**config.mk**
```make
export PLATFORM = sky130hd
export DESIGN_NAME = lcd_pbus_master
export DESIGN_NICKNAME = d
export VERILOG_FILES = /design/src/rtl/lcd_pbus_pkg.sv /design/src/rtl/lcd_phase_len.sv /design/src/rtl/lcd_pin_decode.sv /design/src/rtl/lcd_lane_mux.sv /design/src/rtl/lcd_pbus_master.sv
export SDC_FILE = /design/constraint.sdc
export NUM_CORES = 1
export LEC_CHECK = 0
export BUFFER_PORTS_ARGS = -buffer_cell sky130_fd_sc_hd__buf_2
export CORE_UTILIZATION = 45
export DETAILED_ROUTE_END_ITERATION = 10
export PLACE_DENSITY = 0.72
export REMOVE_ABC_BUFFERS = 1
export SYNTH_ARGS = -nofsm -noshare
export SYNTH_HDL_FRONTEND = slang
export SYNTH_SLANG_ARGS = --single-unit
```
**constraint.sdc**
```tcl
create_clock -name clk -period 6.5 [get_ports clk]
set_clock_uncertainty 0.15 [all_clocks]
set_input_delay 1.3 -clock clk [delete_from_list [all_inputs] [get_ports clk]]
set_output_delay 1.3 -clock clk [all_outputs]
set_load 0.05 [all_outputs]
```
**src/rtl/lcd_pbus_pkg.sv**
```systemverilog
package lcd_pbus_pkg;

    typedef enum logic [2:0] {
        PH_IDLE  = 3'd0,
        PH_SETUP = 3'd1,
        PH_PULSE = 3'd2,
        PH_HOLD  = 3'd3,
        PH_FIN   = 3'd4
    } phase_e;

    localparam int BYTE_W = 8;
    localparam int NIB_W  = BYTE_W / 2;

endpackage

```
**src/rtl/lcd_phase_len.sv**
```systemverilog
module lcd_phase_len
    import lcd_pbus_pkg::*;
#(
    parameter int CNT_W = 8
) (
    input  phase_e           phase,
    input  logic [CNT_W-1:0] cnt,
    input  logic [CNT_W-1:0] t_setup,
    input  logic [CNT_W-1:0] t_pulse,
    input  logic [CNT_W-1:0] t_hold,
    output logic             last
);
    logic [CNT_W-1:0] raw_len;
    logic [CNT_W-1:0] eff_len;

    always_comb begin
        unique case (phase)
            PH_SETUP: raw_len = t_setup;
            PH_PULSE: raw_len = t_pulse;
            PH_HOLD:  raw_len = t_hold;
            default:  raw_len = '0;
        endcase
        // zero counts behave as one clock
        eff_len = (raw_len == '0) ? CNT_W'(1) : raw_len;
        last    = (cnt == eff_len - CNT_W'(1));
    end
endmodule

```
**src/rtl/lcd_pin_decode.sv**
```systemverilog
module lcd_pin_decode
    import lcd_pbus_pkg::*;
(
    input  phase_e phase,
    input  logic   mode_6800,
    input  logic   is_read,
    output logic   cs_n,
    output logic   e,
    output logic   rw,
    output logic   wr_n,
    output logic   rd_n,
    output logic   strobe
);
    logic active;

    always_comb begin
        active = (phase == PH_SETUP) || (phase == PH_PULSE) || (phase == PH_HOLD);
        strobe = (phase == PH_PULSE);
        cs_n   = !active;
        if (mode_6800) begin
            e    = strobe;
            rw   = active ? is_read : 1'b1;
            wr_n = 1'b1;
            rd_n = 1'b1;
        end else begin
            e    = 1'b0;
            rw   = 1'b1;
            wr_n = !(strobe && !is_read);
            rd_n = !(strobe && is_read);
        end
    end
endmodule

```
**src/rtl/lcd_lane_mux.sv**
```systemverilog
module lcd_lane_mux
    import lcd_pbus_pkg::*;
(
    input  logic              nibble,
    input  logic              beat,
    input  logic [BYTE_W-1:0] wdata,
    input  logic [BYTE_W-1:0] db_in,
    input  logic [BYTE_W-1:0] rdata_old,
    output logic [BYTE_W-1:0] lane_out,
    output logic [BYTE_W-1:0] rdata_new
);
    logic [NIB_W-1:0] wr_nib;

    always_comb begin
        wr_nib = beat ? wdata[NIB_W-1:0] : wdata[BYTE_W-1:NIB_W];
        if (nibble) begin
            lane_out = {wr_nib, {NIB_W{1'b0}}};
            if (beat)
                rdata_new = {rdata_old[BYTE_W-1:NIB_W], db_in[BYTE_W-1:NIB_W]};
            else
                rdata_new = {db_in[BYTE_W-1:NIB_W], rdata_old[NIB_W-1:0]};
        end else begin
            lane_out  = wdata;
            rdata_new = db_in;
        end
    end
endmodule

```
**src/rtl/lcd_pbus_master.sv**
```systemverilog
module lcd_pbus_master
    import lcd_pbus_pkg::*;
#(
    parameter int CNT_W = 8
) (
    input  logic             clk,
    input  logic             rst_n,
    input  logic             mode_6800,
    input  logic             nibble_mode,
    input  logic [CNT_W-1:0] t_setup,
    input  logic [CNT_W-1:0] t_pulse,
    input  logic [CNT_W-1:0] t_hold,
    input  logic             req_valid,
    output logic             req_ready,
    input  logic             req_read,
    input  logic             req_rs,
    input  logic [7:0]       req_wdata,
    output logic             rsp_done,
    output logic [7:0]       rsp_rdata,
    output logic             lcd_cs_n,
    output logic             lcd_rs,
    output logic             lcd_e,
    output logic             lcd_rw,
    output logic             lcd_wr_n,
    output logic             lcd_rd_n,
    output logic [7:0]       lcd_db_o,
    output logic             lcd_db_oe,
    input  logic [7:0]       lcd_db_i
);
    typedef struct packed {
        phase_e            phase;
        logic [CNT_W-1:0]  cnt;
        logic              beat;
        logic              nib;
        logic              rd;
        logic              rs;
        logic [BYTE_W-1:0] wdata;
        logic [BYTE_W-1:0] rdata;
    } eng_t;

    eng_t eng_d, eng_q;

    logic              ph_last;
    logic              strobe;
    logic [BYTE_W-1:0] lane_out;
    logic [BYTE_W-1:0] rdata_new;

    lcd_phase_len #(.CNT_W(CNT_W)) u_len (
        .phase   (eng_q.phase),
        .cnt     (eng_q.cnt),
        .t_setup (t_setup),
        .t_pulse (t_pulse),
        .t_hold  (t_hold),
        .last    (ph_last)
    );

    lcd_pin_decode u_pins (
        .phase     (eng_q.phase),
        .mode_6800 (mode_6800),
        .is_read   (eng_q.rd),
        .cs_n      (lcd_cs_n),
        .e         (lcd_e),
        .rw        (lcd_rw),
        .wr_n      (lcd_wr_n),
        .rd_n      (lcd_rd_n),
        .strobe    (strobe)
    );

    lcd_lane_mux u_lane (
        .nibble    (eng_q.nib),
        .beat      (eng_q.beat),
        .wdata     (eng_q.wdata),
        .db_in     (lcd_db_i),
        .rdata_old (eng_q.rdata),
        .lane_out  (lane_out),
        .rdata_new (rdata_new)
    );

    always_comb begin
        eng_d = eng_q;
        unique case (eng_q.phase)
            PH_IDLE: begin
                if (req_valid) begin
                    eng_d.phase = PH_SETUP;
                    eng_d.cnt   = '0;
                    eng_d.beat  = 1'b0;
                    eng_d.nib   = nibble_mode;
                    eng_d.rd    = req_read;
                    eng_d.rs    = req_rs;
                    eng_d.wdata = req_wdata;
                end
            end
            PH_SETUP: begin
                if (ph_last) begin
                    eng_d.phase = PH_PULSE;
                    eng_d.cnt   = '0;
                end else begin
                    eng_d.cnt = eng_q.cnt + CNT_W'(1);
                end
            end
            PH_PULSE: begin
                if (ph_last) begin
                    eng_d.phase = PH_HOLD;
                    eng_d.cnt   = '0;
                    // capture in the final strobe clock
                    if (eng_q.rd) eng_d.rdata = rdata_new;
                end else begin
                    eng_d.cnt = eng_q.cnt + CNT_W'(1);
                end
            end
            PH_HOLD: begin
                if (ph_last) begin
                    eng_d.cnt = '0;
                    if (eng_q.nib && !eng_q.beat) begin
                        eng_d.phase = PH_SETUP;
                        eng_d.beat  = 1'b1;
                    end else begin
                        eng_d.phase = PH_FIN;
                    end
                end else begin
                    eng_d.cnt = eng_q.cnt + CNT_W'(1);
                end
            end
            PH_FIN: begin
                eng_d.phase = PH_IDLE;
            end
            default: begin
                eng_d.phase = PH_IDLE;
            end
        endcase
    end

    always_ff @(posedge clk or negedge rst_n) begin
        if (!rst_n) begin
            eng_q <= '{phase: PH_IDLE, cnt: '0, beat: 1'b0, nib: 1'b0,
                       rd: 1'b0, rs: 1'b0, wdata: '0, rdata: '0};
        end else begin
            eng_q <= eng_d;
        end
    end

    always_comb begin
        req_ready = (eng_q.phase == PH_IDLE);
        rsp_done  = (eng_q.phase == PH_FIN);
        rsp_rdata = eng_q.rdata;
        lcd_rs    = eng_q.rs;
        lcd_db_oe = !eng_q.rd &&
                    ((eng_q.phase == PH_SETUP) || strobe ||
                     ((eng_q.phase == PH_HOLD) && (eng_q.cnt == '0)));
        lcd_db_o  = lcd_db_oe ? lane_out : '0;
    end
endmodule

```
Yosys cells after proc, flatten, opt, wreduce, memory -nomap -nowiden
Cells that the tools add are included.
- output and inout bits: 25
- bits of input ports: 47
- register bits: 31
- word-level logic and storage cells: 71
- mux-type cells: 23
- reductions and logical operators: 25
- $add $sub $neg: 2
- eq/ne operators: 12
- operators with widths (cell ; number):
    2-to-1 mux 8 bit ; 6
    case mux 8 bit (3 select lines) ; 1
    2-to-1 mux 23 bit ; 1
    zero test 8 bit ; 2
    case mux 8 bit (2 select lines) ; 1
    AND reduction 4 bit ; 4
    2-to-1 mux 3 bit ; 4
    inequality test 2 bit, second input constant ; 6
    case mux 3 bit (4 select lines) ; 1
    adder 8 x 1 -> 8 bit, second input constant ; 1
    equality test 8 bit ; 1
    subtractor 8 x 1 -> 8 bit, second input constant ; 1
    2-to-1 mux 1 bit ; 7
    equality test 3 x 2 -> 1 bit, second input constant ; 2
    logical AND 1 bit ; 5
    zero test 1 bit ; 5
    2-to-1 mux 4 bit ; 1
    AND reduction 2 bit ; 2
    nonzero test 2 bit ; 2
    equality test 3 x 1 -> 1 bit, second input constant ; 1
    equality test 3 bit, second input constant ; 1
    zero test 3 bit ; 1
    logical OR 1 bit ; 3
    OR reduction 3 bit ; 1
    2 further kinds ; 2

Logic depth before layout (Yosys ltp)
Gate-level depths: netlist (run 1).
- depth in word-level cells: 8
- gate-level depth with buffers: 15
- mapped depth without buffers: 12

By module
From an unflattened synthesis (run 1), not the netlist that was laid out.
- cell total of the unflattened synthesis: 245
- area total of the unflattened synthesis: 2512.4 um2
- modules (own cells, without submodules) (module ; area each (um2) ; sequential area each (um2) ; instances ; cells each):
    lcd_pbus_master ; 1615.3 ; 775.7 ; 1 ; 137
    lcd_phase_len ; 620.6 ; 0.0 ; 1 ; 75
    lcd_lane_mux ; 217.7 ; 0.0 ; 1 ; 27
    lcd_pin_decode ; 58.8 ; 0.0 ; 1 ; 6

Worst setup path before layout (run 1)
OpenSTA, ideal clock, no wires.
- kind: input-to-reg
- from: input port t_hold[4]
- to: register eng_q (netlist bit rsp_rdata[4])
- buffers on the path: 0
- setup slack: 2.220 ns
- stages: 12
- data arrival time: 4.005 ns
- library setup time: 0.125 ns
- data required time: 6.225 ns
- cell sequence: mux2i_1 a211o_1 and4b_4 a21oi_1 ha_1 xor2_1 xnor2_1 nor3b_1 mux2i_1 nor4_4 and4_4 mux2_4
- longest elaborated chain between the ends: 6
- ends and longest elaborated chain (what ; RTL line ; source):
    start: declaration ; lcd_pbus_master.sv:12 ; input logic [CNT_W-1:0] t_hold,
    case mux 8 bit (3 select lines) (*) ; lcd_phase_len.sv:17 ; unique case (phase)
    zero test 8 bit ; lcd_phase_len.sv:24 ; eff_len = (raw_len == '0) ? CNT_W'(1) : raw_len;
    2-to-1 mux 8 bit (*) ; lcd_phase_len.sv:24 ;
    subtractor 8 x 1 -> 8 bit (*) ; lcd_phase_len.sv:25 ; last = (cnt == eff_len - CNT_W'(1));
    equality test 8 bit (*) ; lcd_phase_len.sv:25 ;
    AND reduction 4 bit (no line) (*) ; -- ;
    end signal: assignment ; lcd_pbus_master.sv:135 ; eng_q <= '{phase: PH_IDLE, cnt: '0, beat: 1'b0, nib: 1'b0,
    end signal: assignment ; lcd_pbus_master.sv:138 ; eng_q <= eng_d;
    end: declaration ; lcd_pbus_master.sv:41 ; eng_t eng_d, eng_q;
Every way passes the cells marked *; elsewhere a longest branch is shown, timed or not.
A chain may end at the register's enable or synchronous reset.

Worst setup path in the final report (run 1)
- from: register eng_q[28] (netlist bit)
- to: output port lcd_db_o[3]
- longest elaborated chain between the ends: 5
- elaborated cells between the ends (all ways): 8
- classes of those cells: eq/ne: 3; mux: 1; reduce/logical: 4
- ends and longest elaborated chain (what ; RTL line ; source):
    equality test 3 x 1 -> 1 bit (tied with other cells) ; lcd_pbus_master.sv:148 ; ((eng_q.phase == PH_SETUP) || strobe ||
    logical OR 1 bit / logical AND 1 bit (equally long branches) ; lcd_pbus_master.sv:148, lcd_pbus_master.sv:149 ;
    logical OR 1 bit (*) ; lcd_pbus_master.sv:148 ;
    logical AND 1 bit (*) ; lcd_pbus_master.sv:147 ; lcd_db_oe = !eng_q.rd &&
    2-to-1 mux 8 bit (*) ; lcd_pbus_master.sv:150 ; lcd_db_o = lcd_db_oe ? lane_out : '0;
    end: declaration ; lcd_pbus_master.sv:26 ; output logic [7:0] lcd_db_o,
Marked as above.

==> summary.md, run 1 <==
| Metric | Value |
|---|---|
| Core area | `0.00475 sq mm` |
| Setup bufs post-CTS | `0` |
| CTS Buf Count | `5` |
| Via density | `between 5 and 6` |
| CTS clock-pin slew for the worst setup and hold paths | `0.06 ns` |
| Yosys warnings | `0` |
| ANT cells | `0` |
| Highest metal used | `met4` |
| Initial Utilization | `0.469` |
| Slowest stage delay, CP | `0.94 ns` |
| FP Rows | `25` |
| Setup CP Type | `flip-flop to output pin` |
| Final period util | `0.694` |
| Die Ht | `72.4 um` |
| RSZ-0062 raised after global routing | `no` |
| WL met3 | `237 um` |
| CP Capture Type | `output pin` |
| Clock Sinks | `31` |
| Post-DP HPWL | `3570 um` |
| Crit start category | `flip-flop` |
| VDD IR max | `0.273 mV` |
| Most frequent cells in the layout | `buf_2 (71), dfrtp_1 (31), nand2_1 (23)` |
| Final Hold Viols | `0` |
| Die Area | `0.00524 sq mm` |
| Max Cap Violations | `0` |
| IO Port Bufs | `71` |
| Synth area leaders | `dfrtp_1 (35%), mux2_4 (5.4%), mux2_2 (5.0%)` |
| Pwr dens | `413 mW/mm^2` |
| Crit path buf inv count | `2` |
| Overall Global Routing Usage | `0.194` |
| Dominant synthesized flop cell | `dfrtp_1` |
| Cell mode on critical path | `nor2_1` |
| H-tree levels | `2` |
| Clk buf depth | `2` |
| WL met2 | `between 2000 and 2500 um` |
| Maximum clock frequency | `0.222 GHz` |
| HP Class | `flip-flop to flip-flop` |
| Relative slew slack | `0.394` |
| Largest net degree at the start of global routing | `32` |
| CP top delay family | `simple AND/OR/NAND/NOR gates` |
| DRT iter0 DRCs | `131` |
| First-pass GRT wire length | `approximately 8000 um` |
| DRC Markers | `0` |
| WL per Instance | `13.5 um` |
| CP cell instances | `nor2_1 > nor2_1 > inv_1 > nor2_1 > o21ai_0 > nor2_1 > and2_1 > buf_2` |
| Total grt overflow | `0` |
| Die W | `between 70 and 80 um` |
| Hold buffer count at CTS | `0` |
| Async SR Flop Fraction | `1.00` |
| Slowest stage cell on the critical path | `dfrtp_1` |
| First drt pass iteration count | `4` |
| Vias in the first global route | `1,749` |
| Nets | `332` |
| Area growth syn-to-layout | `19.0%` |
| Seq/Total Area, Yosys | `0.348` |
| Worst endpoint required time | `5.05 ns` |
| # IOs | `72` |
| Fillers | `457` |
| TNS Setup | `0 ns` |
| Syn Inst Count | `222` |
| Worst Path Arrival | `3.06 ns` |
| Initial antenna violation count | `0` |
| Commonest non-fill, non-tap cell in the layout | `buf_2` |
| Syn Area/Cell | `10.0 sq um` |
| Max Slew Vio Count | `0` |
| Final setup fails | `0` |
| Number of synthesized flops with an enable pin | `0` |
| Status | `complete, no violations` |
| Worst R2R Setup Slack | `2.12 ns` |
| Crit path max fanout | `23` |
| WL final | `around 4700 um` |
| Clk_lat worst skew | `0.28 ns` |
| Placer Congestion | `0.836` |
| Routed vias | `1,869` |
| Power Total | `between 1 and 1.5 mW` |
| Ratio of cells with drive above 1 in the final layout | `0.392` |
| PostCTS Resize Cnt | `0` |
| CTS Root Cell | `clkbuf_8` |
| Yosys top cell area share | `0.348` |
| Top cell type by total area after synthesis | `dfrtp_1` |
| Unique masters post-synth | `53` |
| CTS tree | `done` |
| Pleak | `1.41 nW` |
| Antenna-violating nets left | `0` |
| Cell area after synthesis | `0.00223 sq mm` |
| Metal-1 WL | `2170 um` |
| Synthesized flop and latch total | `31` |
| Tmin final | `4.51 ns` |
| Worst-Margin Slew | `0.909 ns` |
-- worst register-to-register path: cells and delay by family (launching register included) --
family	cells	cell delay [ns]
flops	1	0.94
fa+ha+maj	1	0.27
compound gates	2	0.60
simple gates	4	1.27
xor+xnor	2	0.29
mux	3	0.74
-- sequential cells by signal (all words and copies together) (netlist names) --
signal and flops:
rsp_rdata 8, lcd_rs 1, eng_q 22
-- where the power goes --
part	internal (mW)	switching, mW
clock	0.124	0.0706
sequential	0.248	0.0940
combinational	0.224	0.336
total	0.597	0.501
-- worst paths after layout --
check | start | to | cells past startpoint
worst min register to register | rsp_rdata[2] | rsp_rdata[2] | 1
worst max-delay path | eng_q[28] | lcd_db_o[3] | 8
worst max register to register | eng_q[28] | rsp_rdata[5] | 12
max in group asynchronous | rst_n | eng_q[29] | 1
worst min-delay path | rsp_rdata[2] | rsp_rdata[2] | 1
min in group asynchronous | rst_n | rsp_rdata[1] | 1
-- logic make-up (layout without fill, tap and decap cells) --
logic type                 Yosys count  after routing  synth area share
buffers and inverters               26             87            0.0729
adders and majority gates            3              3            0.0168
xor gates and xnor gates             6              6            0.0236
muxes                               29             29             0.159
AOI/OAI and AO/OA                   49             49             0.178
and+or+nand+nor                     78             78             0.202
DFF                                 31             31             0.348
-- per-layer routing --
| layer | track usage | vias to the layer above |
|---|---|---|
| met5 | 0 | - |
| met4 | 0.0458 | 0 |
| met3 | 0.0417 | 4 |
| met2 | 0.298 | 51 |
| met1 | 0.280 | 889 |
| li1 | - | 925 |
-- cell type report --
type | count | area (sq um) | area share
inverters | 8 | 30.0 | 0.0113
well taps | 67 | 83.8 | 0.0316
flip-flops and latches | 31 | 776 | 0.292
clock inverters | 2 | 35.0 | 0.0132
clock buffers | 6 | 82.6 | 0.0311
multi-input cells | 165 | 1290 | 0.487
repair buffers | 71 | 355 | 0.134
-- per-stage QoR --
step	hold slack (ns)	cell area (sq um)	cells	setup slack, ns	utilization
2_1_floorplan	0.331	2100	204	2.19	-
4_1_cts	0.358	2660	350	1.98	0.558
6_report	0.354	2660	350	1.99	0.558
3_3_place_gp	0.336	2540	342	1.97	0.534
3_5_place_dp	0.342	2540	342	1.83	0.534
5_1_grt	0.377	2660	350	1.58	0.558
-- cell usage after synthesis (3+ instances only) --
library cell,instances
a21o_1,4
nor3b_1,4
a21oi_1,13
nor3_1,7
inv_1,8
a211oi_1,4
dfrtp_1,31
a211o_1,3
nand3_1,5
a22o_1,4
nor2_1,10
mux2_4,8
xnor2_1,3
ha_1,3
nand2_1,23
mux2_2,10
and2_1,9
mux2i_1,10
clkbuf_1,6
buf_4,9
o21ai_0,4
xor2_1,3
Note: power is estimated with default switching activity, not from simulation.
==> run 2: changes to the inputs <==
PLACE_DENSITY = 0.75   (was 0.72)
clock period = 3.8 ns   (was 6.5 ns; I/O delays follow)
==> summary.md, run 2 (synthesis gave the netlist of run 1 again) <==
| Metric | Value |
|---|---|
| Crit start category | `flip-flop` |
| Via density | `~5.3` |
| Hold buffer count at CTS | `0` |
| Max reg flops | `22` |
| WL per Instance | `roughly 14 um` |
| Status | `complete, no violations` |
| Worst-Margin Slew | `0.670 ns` |
| CTS tree | `done` |
| CTS clock-pin slew for the worst setup and hold paths | `0.06 ns` |
| Core area | `0.00475 sq mm` |
| CP cell instances | `buf_12 > mux2i_1 > a211oi_2 > and4b_4 > a21oi_1 > ha_1 > xor2_1 > xnor2_1 > nor3_1 > mux2i_2 > nor4_4 > buf_4 > nand4b_4 > mux2_4` |
| Worst Path Arrival | `between 3 and 4 ns` |
| Final period util | `0.938` |
| First-pass GRT wire length | `8340 um` |
| Non-filler instance count after layout | `369` |
| VDD IR max | `0.390 mV` |
| Slowest stage cell on the critical path | `dfrtp_1` |
| Commonest non-fill, non-tap cell in the layout | `buf_2` |
| RSZ-0062 raised after global routing | `no` |
| Initial antenna violation count | `0` |
| Most frequent cells in the layout | `buf_2 (71), dfrtp_1 (30), nand2_1 (23)` |
| Fillers | `420` |
| Pleak | `1.50 nW` |
| CTS Root Cell | `clkbuf_8` |
| H-tree levels | `2` |
| DRC Markers | `0` |
| Die Area | `~0.0052 sq mm` |
| Total grt overflow | `0` |
| Final Hold Viols | `0` |
| Nets | `around 350` |
| Die Ht | `~72 um` |
| Tmin final | `3.56 ns` |
| Final setup fails | `0` |
| Largest net degree at the start of global routing | `32` |
| WHS | `0.356 ns` |
| Initial Utilization | `0.469` |
| Placer Congestion | `a little under 0.9` |
| Routed vias | `roughly 2,000` |
| First drt pass iteration count | `4` |
| ANT cells | `0` |
| Area growth syn-to-layout | `25.4%` |
| CP Capture Type | `flip-flop` |
| Maximum clock frequency | `0.281 GHz` |
| Overall Global Routing Usage | `0.204` |
| Clk_lat worst skew | `0.27 ns` |
| IO Port Bufs | `71` |
| # IOs | `72` |
| Pwr dens | `700 mW/mm^2` |
| Ratio of cells with drive above 1 in the final layout | `0.440` |
| TNS Setup | `0 ns` |
| WL final | `5010 um` |
| Vias in the first global route | `1,884` |
| Final Core Density | `0.588` |
| CTS Buf Count | `5` |
| Max Cap Violations | `0` |
| Clk buf depth | `2` |
| Placed cell areas | `0.00269 sq mm` |
| Relative slew slack | `0.553` |
| Final Cell Area | `0.00280 sq mm` |
| Antenna-violating nets left | `0` |
| DRT iter0 DRCs | `85` |
| Largest Register | `eng_q` |
| Crit path max fanout | `15` |
| Clock Sinks | `31` |
| Setup CP Type | `flip-flop to flip-flop` |
| Worst endpoint required time | `between 3 and 4 ns` |
| Post-DP HPWL | `around 3900 um` |
| HP Class | `flip-flop to flip-flop` |
| Die W | `72.4 um` |
| Max Slew Vio Count | `0` |
| Slowest stage delay, CP | `0.40 ns` |
| FP Rows | `25` |
| Placed Cells | `361` |
[run 2: area by class of cell]
class | instances | area, sq um | share of cell area
inverters | 8 | 30.0 | 0.0107
clock inverters | 1 | 5.00 | 0.00179
multi-input cells | 165 | 1300 | 0.465
clock buffers | 6 | 82.6 | 0.0295
repair buffers | 91 | 518 | 0.185
flip-flops and latches | 31 | 777 | 0.278
well taps | 67 | 83.8 | 0.0300
[run 2: critical path: cells and delay by family (launching register included)]
kind / cells / cell delay (ns)
compound gates: 2 / 0.19
xor+xnor: 2 / 0.35
fa+ha+maj: 1 / 0.26
buf+inv: 2 / 0.35
flops: 1 / 0.40
mux: 3 / 0.76
simple gates: 4 / 0.99
[run 2: what timing repair did]
item / in CTS / in global routing
setup buffers: 0 / 1
endpoints found under the setup margin: 0 / 16
resized for setup: 0 / 4
endpoints found under the hold margin: 0 / 0
[run 2: worst paths after layout]
check | to | start | slack (ns) | cells past startpoint
max | rsp_rdata[3] | eng_q[28] | 0.24 | 14
min | rsp_rdata[6] | rsp_rdata[6] | 0.36 | 1
max reg2reg | rsp_rdata[3] | eng_q[28] | 0.24 | 14
min reg2reg | rsp_rdata[6] | rsp_rdata[6] | 0.36 | 1
max in group asynchronous | eng_q[29] | rst_n | 2.66 | 1
min in group asynchronous | rsp_rdata[1] | rst_n | 0.37 | 1
[run 2: metal layers]
metal  part of all wire  vias up  track usage
met1               0.44      944        0.248
met3              0.043        4       0.0431
met2               0.51       42        0.355
li1                   -      967            -
met5                  0        -            0
met4             0.0092        0       0.0719
[run 2: power breakdown]
part | total [mW] | switching (mW) | internal (mW)
combinational | 1.14 | 0.651 | 0.490
clock | 0.255 | 0.113 | 0.142
sequential | 0.562 | 0.135 | 0.427
total | 1.96 | 0.899 | 1.06
[run 2: metrics by stage]
| step | worst slack [ns] | power [mW] |
|---|---|---|
| floorplan | -0.108 | 1.33 |
| global placement | 0.0379 | 1.65 |
| detailed placement | -0.102 | 1.68 |
| CTS | 0.112 | 1.94 |
| global route | 0.0193 | 2.11 |
| finish | 0.236 | 1.96 |
==> run 3: changes to the inputs <==
clock period = 3.2 ns   (was 3.8 ns; I/O delays follow)
==> summary.md, run 3 (synthesis gave the netlist of run 1 again) <==
| Metric | Value |
|---|---|
| Core area | `0.00475 sq mm` |
| ANT cells | `0` |
| Placed cell areas | `0.00279 sq mm` |
| Area growth syn-to-layout | `37.4%` |
| CTS Buf Count | `5` |
| Nets | `367` |
| Worst endpoint required time | `3.25 ns` |
| First drt pass iteration count | `4` |
| Final setup fails | `22` |
| Power Total | `approximately 2.7 mW` |
| HP Class | `input pin to asynchronous set/reset pin` |
| CTS tree | `done` |
| Die W | `between 70 and 80 um` |
| Commonest non-fill, non-tap cell in the layout | `buf_2` |
| WL final | `approximately 5500 um` |
| Failing checks | `setup timing` |
| WL per Instance | `14.2 um` |
| Crit path max fanout | `15` |
| Initial Utilization | `0.469` |
| Setup CP Type | `flip-flop to flip-flop` |
| Final Cell Area | `between 0.003 and 0.004 sq mm` |
| Routed vias | `~2,000` |
| CP cell instances | `buf_12 > mux2i_2 > a211o_1 > and4b_4 > a21oi_4 > ha_4 > xor2_2 > xnor2_2 > nor3b_2 > mux2i_1 > buf_4 > o41ai_4 > buf_6 > buf_4 > or3_1 > o211ai_1` |
| Vias in the first global route | `1,943` |
| Slowest stage cell on the critical path | `dfrtp_1` |
| Die Ht | `72.4 um` |
| Pre-CTS WS | `-0.503 ns` |
| Via density | `between 5 and 6` |
| CP Capture Type | `flip-flop` |
| Largest net degree at the start of global routing | `32` |
| Maximum clock frequency | `0.288 GHz` |
| Overall Global Routing Usage | `0.209` |
| Most frequent cells in the layout | `buf_2 (62), buf_4 (40), dfrtp_1 (30)` |
| Pleak | `1.60 nW` |
| Worst R2R Setup Slack | `-0.27 ns` |
| Register area | `about 780 sq um` |
| VDD IR max | `0.415 mV` |
| Placer Congestion | `roughly 0.85` |
| Pwr dens | `890 mW/mm^2` |
| Max Slew Vio Count | `0` |
| Fillers | `392` |
| Antenna-violating nets left | `0` |
| Initial antenna violation count | `0` |
| PnR worst setup slack | `-0.273 ns` |
| Worst Setup SP | `eng_q[28]` |
| WHS | `roughly 0.25 ns` |
| GRT met3 Usage | `0.0417` |
| Die Area | `0.00524 sq mm` |
| CTS Root Cell | `clkbuf_8` |
| GR Layer Usage met2 | `0.352` |
| CTS clock-pin slew for the worst setup and hold paths | `0.07 ns` |
| Crit start category | `flip-flop` |
| Relative slew slack | `0.544` |
| Final Hold Viols | `0` |
| Max reg flops | `22` |
| IO Port Bufs | `71` |
| # IOs | `72` |
| Largest Register | `eng_q` |
| Ratio of cells with drive above 1 in the final layout | `0.503` |
| FP Rows | `25` |
| Crit path buf inv count | `4` |
| Worst Path Arrival | `about 3.5 ns` |
| DRC Markers | `0` |
| Cell mode on critical path | `buf_4` |
| CP top delay family | `compound AO/OA/AOI/OAI gates` |
| Clk_lat worst skew | `0.28 ns` |
| First-pass GRT wire length | `approximately 8600 um` |
| Tmin final | `3.47 ns` |
| Total grt overflow | `0` |
| Reg2reg start | `eng_q[28]` |
| Grt peak-use layer | `met2` |
| Post-DP HPWL | `between 3000 and 4000 um` |
| Clk buf depth | `2` |
| Clock Sinks | `31` |
| Final Core Density | `0.644` |
| GR Util met1 | `0.273` |
| Status | `finished, violations left` |
| Max Cap Violations | `0` |
| H-tree levels | `2` |
| Worst-Margin Slew | `0.684 ns` |
| RSZ-0062 raised after global routing | `yes` |
| Area of the multi-input gates | `0.00139 sq mm` |
| Final period util | `1.09` |
| Slowest stage delay, CP | `0.39 ns` |
| DRT iter0 DRCs | `around 110` |
## run 3: changes by cell type in the layout (fill, tap and decap cells not counted), sizes merged
cell | previous run | this run
buf | 91 | 105
bufinv | 0 | 1
clkbuf | 6 | 7
## run 3: power breakdown
group	switching, mW	internal (mW)	total (mW)	leakage [nW]
Combinational	0.913	0.770	1.68	1.14
Sequential	0.136	0.512	0.648	0.399
Clock	0.145	0.252	0.397	0.0612
## run 3: path summary, 6_finish.rpt
path,to,depth (start not counted)
max,eng_q[24],16
min,rsp_rdata[1],1
max reg2reg,eng_q[24],16
min reg2reg,rsp_rdata[7],1
max in group asynchronous,eng_q[29],1
min in group clk,rsp_rdata[7],1
## run 3: routing by layer
layer  routed length [um]  up-vias
li1                     -      994
met1                 2460      991
met2                 2760       48
met3                  206        6
met4                   48        0
met5                    0        -
## run 3: layout make-up
type                    instances  share of cell area
multi-input cells             165               0.452
flip-flops and latches         31               0.254
repair buffers                106               0.218
well taps                      67              0.0274
clock buffers                   6              0.0269
clock inverters                 2              0.0114
inverters                       8             0.00980
## run 3: metrics by stage
stage	setup TNS (ns)	instances
after global routing	-8.73	385
after detailed placement	-7.91	372
after floorplan	-12.41	204
after global placement	-6.30	372
final	-3.47	385
after CTS	-3.57	385
## run 3: what timing repair did
item                       in CTS  in global routing
hold buffers                    0                  0
pin swaps                      10                  7
gates resized for setup        14                 14
setup endpoints to repair      28                 29
setup buffers                   5                  0
